<file path="src/rtl/zcal_pkg.sv">
package zcal_pkg;

  // One saturating step of a code in the range 0..top toward the requested direction.
  function automatic int unsigned zcal_next_code(input int unsigned cur,
                                                 input logic        up,
                                                 input int unsigned top);
    int unsigned res;
    res = cur;
    if (up) begin
      if (cur < top) res = cur + 1;
    end else begin
      if (cur > 0) res = cur - 1;
    end
    return res;
  endfunction

endpackage

</file>
<file path="src/rtl/zcal_period_timer.sv">
module zcal_period_timer #(
  parameter int EVAL_PERIOD = 64
) (
  input  logic clk,
  input  logic rst_n,
  output logic tick
);
  localparam int CW = (EVAL_PERIOD > 1) ? $clog2(EVAL_PERIOD) : 1;
  localparam logic [CW-1:0] LAST = CW'(EVAL_PERIOD - 1);

  logic [CW-1:0] cnt_q;
  logic [CW-1:0] cnt_d;

  assign tick = (cnt_q == LAST);

  generate
    if ((1 << CW) == EVAL_PERIOD) begin : g_pow2
      // A power-of-two period wraps by itself.
      assign cnt_d = cnt_q + CW'(1);
    end else begin : g_any
      assign cnt_d = tick ? '0 : cnt_q + CW'(1);
    end
  endgenerate

  always_ff @(posedge clk or negedge rst_n) begin
    if (!rst_n) cnt_q <= '0;
    else        cnt_q <= cnt_d;
  end

  // strobe is a single-cycle pulse
  a_r2_tick_single: assert property (@(posedge clk) disable iff (!rst_n)
    tick |=> !tick);

endmodule

</file>
<file path="src/rtl/zcal_code_step.sv">
module zcal_code_step #(
  parameter int CODE_W     = 5,
  parameter int RESET_CODE = 16
) (
  input  logic              clk,
  input  logic              rst_n,
  input  logic              tick,
  input  logic              up,
  output logic [CODE_W-1:0] pend
);
  import zcal_pkg::*;

  localparam int unsigned TOP = (1 << CODE_W) - 1;
  localparam logic [CODE_W-1:0] TOP_V = CODE_W'(TOP);

  logic [CODE_W-1:0] step_val;

  assign step_val = CODE_W'(zcal_next_code(int'(pend), up, TOP));

  always_ff @(posedge clk or negedge rst_n) begin
    if (!rst_n)    pend <= CODE_W'(RESET_CODE);
    else if (tick) pend <= step_val;
  end

  // no movement outside an evaluation
  a_r3_hold: assert property (@(posedge clk) disable iff (!rst_n)
    !tick |=> $stable(pend));
  // an up step below the top adds one
  a_r3_up: assert property (@(posedge clk) disable iff (!rst_n)
    (tick && up && pend != TOP_V) |=> pend == $past(pend) + CODE_W'(1));
  // a down step above zero subtracts one
  a_r3_dn: assert property (@(posedge clk) disable iff (!rst_n)
    (tick && !up && pend != '0) |=> pend == $past(pend) - CODE_W'(1));
  // saturation at both ends
  a_r4_sat_top: assert property (@(posedge clk) disable iff (!rst_n)
    (tick && up && pend == TOP_V) |=> pend == TOP_V);
  a_r4_sat_bot: assert property (@(posedge clk) disable iff (!rst_n)
    (tick && !up && pend == '0) |=> pend == '0);

endmodule

</file>
<file path="src/rtl/zcal_hiz_apply.sv">
module zcal_hiz_apply #(
  parameter int CODE_W     = 5,
  parameter int RESET_CODE = 16
) (
  input  logic              clk,
  input  logic              rst_n,
  input  logic              hiz,
  input  logic [CODE_W-1:0] pend,
  output logic              hiz_entry,
  output logic [CODE_W-1:0] drv
);
  logic hiz_q;

  assign hiz_entry = hiz && !hiz_q;

  always_ff @(posedge clk or negedge rst_n) begin
    if (!rst_n) begin
      hiz_q <= 1'b1;   // released reset counts as already in high impedance
      drv   <= CODE_W'(RESET_CODE);
    end else begin
      hiz_q <= hiz;
      if (hiz_entry) drv <= pend;
    end
  end

  // live code is frozen outside an entry edge
  a_r5_frozen: assert property (@(posedge clk) disable iff (!rst_n)
    !hiz_entry |=> $stable(drv));
  // entry loads the pending value
  a_r5_load: assert property (@(posedge clk) disable iff (!rst_n)
    hiz_entry |=> drv == $past(pend));

endmodule

</file>
<file path="src/rtl/zcal_warmup.sv">
module zcal_warmup #(
  parameter int WARMUP_CYCLES = 4096
) (
  input  logic clk,
  input  logic rst_n,
  input  logic hiz_entry,
  output logic settled
);
  localparam int WW = $clog2(WARMUP_CYCLES + 1);
  localparam logic [WW-1:0] WLIM = WW'(WARMUP_CYCLES);

  logic [WW-1:0] wcnt;
  logic          warm_done;

  assign warm_done = (wcnt == WLIM);

  always_ff @(posedge clk or negedge rst_n) begin
    if (!rst_n) begin
      wcnt    <= '0;
      settled <= 1'b0;
    end else begin
      if (!warm_done) wcnt <= wcnt + WW'(1);
      if (hiz_entry && warm_done) settled <= 1'b1;
    end
  end

  // flag is sticky
  a_r7_sticky: assert property (@(posedge clk) disable iff (!rst_n)
    settled |=> settled);
  // flag rises only from an entry after warm-up
  a_r7_gate: assert property (@(posedge clk) disable iff (!rst_n)
    !settled && !(hiz_entry && warm_done) |=> !settled);

endmodule

</file>
<file path="src/rtl/zcal_stepper.sv">
module zcal_stepper #(
  parameter int CODE_W        = 5,
  parameter int EVAL_PERIOD   = 64,
  parameter int WARMUP_CYCLES = 4096,
  parameter int RESET_CODE    = 16
) (
  input  logic              clk,
  input  logic              rst_n,
  input  logic              cmp_up,
  input  logic              hiz,
  output logic [CODE_W-1:0] drv_code,
  output logic [CODE_W-1:0] pend_code,
  output logic              eval_tick,
  output logic              cal_settled
);
  logic hiz_entry;

  zcal_period_timer #(.EVAL_PERIOD(EVAL_PERIOD)) u_timer (
    .clk  (clk),
    .rst_n(rst_n),
    .tick (eval_tick)
  );

  zcal_code_step #(.CODE_W(CODE_W), .RESET_CODE(RESET_CODE)) u_step (
    .clk  (clk),
    .rst_n(rst_n),
    .tick (eval_tick),
    .up   (cmp_up),
    .pend (pend_code)
  );

  zcal_hiz_apply #(.CODE_W(CODE_W), .RESET_CODE(RESET_CODE)) u_apply (
    .clk      (clk),
    .rst_n    (rst_n),
    .hiz      (hiz),
    .pend     (pend_code),
    .hiz_entry(hiz_entry),
    .drv      (drv_code)
  );

  zcal_warmup #(.WARMUP_CYCLES(WARMUP_CYCLES)) u_warm (
    .clk      (clk),
    .rst_n    (rst_n),
    .hiz_entry(hiz_entry),
    .settled  (cal_settled)
  );

  // a high level carried through reset release is not an entry
  a_r8_no_entry_at_release: assert property (@(posedge clk) disable iff (!rst_n)
    $rose(rst_n) |-> !hiz_entry || !$past(hiz));

endmodule

</file>
<file path="config.mk">
export PLATFORM = sky130hd
export DESIGN_NAME = zcal_stepper
export DESIGN_NICKNAME = d
export VERILOG_FILES = /design/src/rtl/zcal_pkg.sv /design/src/rtl/zcal_period_timer.sv /design/src/rtl/zcal_code_step.sv /design/src/rtl/zcal_hiz_apply.sv /design/src/rtl/zcal_warmup.sv /design/src/rtl/zcal_stepper.sv
export SDC_FILE = /design/constraint.sdc
export NUM_CORES = 1
export LEC_CHECK = 0
export ABC_AREA = 1
export CORE_UTILIZATION = 66
export CTS_CLUSTER_SIZE = 12
export DETAILED_ROUTE_END_ITERATION = 8
export DONT_BUFFER_PORTS = 1
export PLACE_DENSITY = 0.8
export SYNTH_ARGS = -nofsm -noshare
export SYNTH_HDL_FRONTEND = slang
export SYNTH_SLANG_ARGS = --single-unit
</file>
<file path="constraint.sdc">
create_clock -name clk -period 2.34 [get_ports clk]
set_input_delay 0.468 -clock clk [delete_from_list [all_inputs] [get_ports clk]]
set_output_delay 0.468 -clock clk [all_outputs]
set_load 0.02 [all_outputs]
</file>
---- After elaboration in Yosys (flattened, before gate mapping) ----
Index checks and enable logic that the tools add are counted.
word-level totals
  register bits after elaboration ......... 31
  output and inout bits ................... 12
  logic and storage cells ................. 23
cells by class
  add/sub/neg operators ................... 4
  magnitude comparators ................... 2
  equality and inequality tests ........... 3
  multiplexer cells ....................... 3
  reduce and logical (&&, ||, !) cells .... 5
operator list
  cell                     count
  $mux W5                  3
  $add A13 B1 Y13 const B  1
  $eq A13 B13 Y1 const B   1
  $add A6 B1 Y6 const B    1
  $eq A6 B6 Y1 const B     1
  $add A5 B1 Y5 const B    1
  $gt A5 B1 Y1 const B     1
  $lt A5 B5 Y1 const B     1
  $sub A5 B1 Y5 const B    1
  $reduce_and A3 Y1        1
  $logic_and A1 B1 Y1      2
  $ne A2 B1 Y1 const B     1
  $reduce_bool A2 Y1       1
  $logic_not A1 Y1         1

---- Depth between registers and ports, before layout ----
  word-level depth ........................ 3
  gate-level depth with buffers ........... 8
  mapped depth without buffers ............ 8

---- Hierarchy ----
A second synthesis with hierarchy kept.
unflattened totals
  cell total of the unflattened synthesis .. 199
  area, all modules ....................... 1,636.6 µm²
modules (own cells, without submodules)
  module             times used  cells each  area an instance (µm²)  sequential area each (µm²)
  zcal_warmup        1           93          745.7                   350.3
  zcal_code_step     1           58          410.4                   126.4
  zcal_period_timer  1           24          251.5                   150.1
  zcal_hiz_apply     1           24          229.0                   152.6

---- Worst setup path before layout ----
No wires, ideal clock.
  path kind ............................... input to register
  from .................................... in cmp_up
  to ...................................... reg u_step.pend[3]
  library setup time ...................... 0.117 ns
  arrival time ............................ 1.309 ns
  setup slack ............................. 0.915 ns
  cell stages on the path ................. 8
  path buffers ............................ 0
  cell sequence ........................... inv_1 > ha_1 > a21oi_1 > nand2_1 > nand2_1 > nand2_1 > nand2_1 > nand2_1
between the ends
  word-level cells in the longest chain between the ends .. 2
  elaborated cells between the ends (all ways) .. 4
ends and longest elaborated chain
  what                                                                 line                  RTL
  start, declared                                                      zcal_stepper.sv:9     input logic cmp_up,
  $ne A2 B1 Y1 (no line) / $reduce_bool A2 Y1 (equally long branches)  n/a
  $reduce_and A3 Y1 (no line)                                          n/a
  end signal, assigned                                                 zcal_code_step.sv:21  if (!rst_n) pend <= CODE_W'(RESET_CODE);
  end signal, assigned                                                 zcal_code_step.sv:22  else if (tick) pend <= step_val;
  end, declared                                                        zcal_code_step.sv:9   output logic [CODE_W-1:0] pend
Several ways; a longest one is shown, not always the timed one.
A chain may end at the register's enable or synchronous reset.

---- Worst setup path in the final report ----
  from .................................... reg u_timer.cnt_q[0]
  to ...................................... out eval_tick
between the ends
  word-level cells in the longest chain between the ends .. 1
ends and longest elaborated chain
  what                    line                     RTL
  start, declared         zcal_period_timer.sv:11  logic [CW-1:0] cnt_q;
  start signal, assigned  zcal_period_timer.sv:27  else cnt_q <= cnt_d;
  $eq A6 B6 Y1            zcal_period_timer.sv:14  assign tick = (cnt_q == LAST);
  end, declared           zcal_stepper.sv:13       output logic eval_tick,
Every way passes these cells.

==> qor.csv <==
metric,value,unit
vias_per_cell,5.33,
syn_to_final_growth,7.89,%
synthTopCellsByArea,"dfrtp_1, nand2_1, xor2_1, inv_1, dfstp_2",
drv_cap,0,
vias,1193,
insertion_delay,0.33,ns
grt_use_total,26.9,%
dieHeight,51.0,µm
startpoint_type,flip-flop,
globalRouteOverflowTotal,0,
min_delay_path_depth,0,
cp_cell_sequence,"ha_1, nand3_2, nor2_4",
worst_pin_slew,0.400,ns
fin_crit,1.76,ns
synth_area,0.00159,mm²
yosys-top-cells-count,"nand2_1, dfrtp_1, inv_1",
dr.pass1.iters,6,
dp.cells,214,
worstPathMaxFanout,5,
syn_inst,186,
cts_root_buf,clkbuf_4,
wl_per_cell,13.0,µm
rsz0062_at_grt,false,
fin_ws,0.580,ns
synth_largest_area_cell,dfrtp_1,
ff2ff_path_depth,7,
row_count,17,
critPathMaxStageDelay,0.39,ns
fill_cells,153,
gp_congestion,0.838,
grt_pass1_wl,4.88,mm
critPathCaptureType,output port,
p_leak,0.865,nW
timing.rr.start,u_step.pend[0],
fmax,0.568,GHz
synth_area_per_cell,8.52,µm²
setup_viol,0,
path_delay_family,flip-flops,
dp_hpwl,2.11,mm
drtIter0Drc,24,
totalWireLength,2.92,mm
hold_end,u_apply.hiz_q,
first_global_vias,1161,
ioPinCount,16,
required,1.87,ns
status,completed,
finalPower,0.000929,W
slew_violations,0,
portBuffers,0,
cts_buffers,5,
synth_ff_type,dfrtp_1,
ys_types,18,
regToRegSetupSlack,0.81,ns
drc,0,
r2r_end,u_step.pend[4],
fin_skew,0.0102,ns
synth.most_common_cell,nand2_1,
detail-route-antenna-nets,0,
ys_ff_latch,31,
grt_antenna_before_repair,0,
hold_class,in2reg,
coreArea,0.00223,mm²
ctsResizeCount,0,
syn-num-nets,197,
hold_start,hiz,
worst-setup-path-type,reg2out,
htree_levels,2,
final_cells,224,
seq_area_frac_synth,49.2,%
cp_slowest_cell,dfrtp_1,
synthArstFlopShare,100,%
die_x,51.0,µm
path_clk_slew,0.09,ns
cts_tree,yes,
setup_tns,0,ns
slew_headroom,73.3,%
diodes,0,
grt_max_degree,32,
clock-sinks,31,
synth_edf_count,0,
peakVddDrop,0.582,mV
ys_warn_count,0,
post-cts-setup-buffer-count,0,
crit_arrival,1.29,ns
finalCritPeriodShare,75.2,%
yosysTopAreaCellShare,44.2,%
crit_buf_inv,0,
dieArea,0.00260,mm²
p_per_area,543,mW/mm²
place_worst_setup_slack,0.806,ns
start_util,71.0,%
hold_violations,0,
drive_gt1_share,9.18,%
nets,206,
ctsLongestPathBuffers,2,
[cells in the final DEF, fill, tap and decap left out, types with 2 or more instances in the layout]
cell type  synthesis  routed
inv_1             24      24
o21ai_0            4       4
nand2_1           59      59
dfrtp_1           28      28
nand3_1           15      15
xor2_1            11      11
clkbuf_4           0       5
nor2_4             4       4
xnor2_1            2       2
a21oi_1            3       3
ha_1               6       6
nor3_1             3       3
nand3_2            2       2
dfstp_2            3       3
nor2_1            15      15
nand4_1            4       4
[layout make-up]
cell class / count / area (µm²) / area share, %
Multi-Input combinational cell: 131 / 716 / 41.8
Timing Repair Buffer: 2 / 30.0 / 1.76
Clock buffer: 7 / 55.1 / 3.22
Tap cell: 28 / 35.0 / 2.05
Inverter: 24 / 90.1 / 5.27
Clock inverter: 1 / 5.00 / 0.293
Sequential cell: 31 / 779 / 45.6
[worst max path at each step]
stage                     startpoint             end  depth (start not counted)
global route        u_timer.cnt_q[0]       eval_tick                          3
global placement              cmp_up  u_step.pend[3]                          8
finish              u_timer.cnt_q[0]       eval_tick                          3
CTS                 u_timer.cnt_q[0]       eval_tick                          3
floorplan                     cmp_up  u_step.pend[3]                          8
detailed placement            cmp_up  u_step.pend[4]                          8
[worst reg2reg max path: stages (launching register included)]
cell,delay (ns)
dfrtp_1,0.54
fa_1,0.49
nand3_1,0.13
nand2_1,0.07
nand2_1,0.08
nand2_1,0.05
nand2_1,0.06
nand2_1,0.05
[per-layer routing]
metal	up-vias	GRT usage, %	wire (µm)
met5	-	0	0
met4	0	12.5	65
met3	8	9.82	165
met2	34	43.9	1410
met1	551	31.3	1280
li1	600	-	-
[per-stage QoR]
stage	util [%]	hold slack, ns	instance area, µm²
final	76.6	0.129	1710
after global routing	76.6	0.0969	1710
after CTS	76.6	0.117	1710
after detailed placement	72.5	0.173	1620
after global placement	72.5	0.173	1620
after floorplan	-	0.172	1590
[logic make-up (layout without fill, tap and decap cells)]
family	Yosys count	count (layout)	share of synthesized area (%)
compound gates	8	8	2.68
simple gates	103	103	29.3
fa+ha+maj	7	7	6.00
buf+inv	24	34	5.68
flops	31	31	49.2
xor+xnor	13	13	7.18
[power by group]
group           total, W  switching [W]  internal (W)
combinational  0.0000486      0.0000319     0.0000167
sequential      0.000560      0.0000159      0.000544
clock           0.000321       0.000175      0.000145
[repair_timing]
action	in CTS	in global routing
hold buffers	2	0
setup endpoints to repair	0	0
endpoints found under the hold margin	31	0
[sequential cells by signal (all words and copies together) (netlist names)]
| register | cells |
|---|---|
| u_warm.wcnt | 13 |
| u_warm.settled | 1 |
| u_apply.hiz_q | 1 |
| u_apply.drv | 5 |
| u_timer.cnt_q | 6 |
| u_step.pend | 5 |
Note: power is estimated with default switching activity, not from simulation.
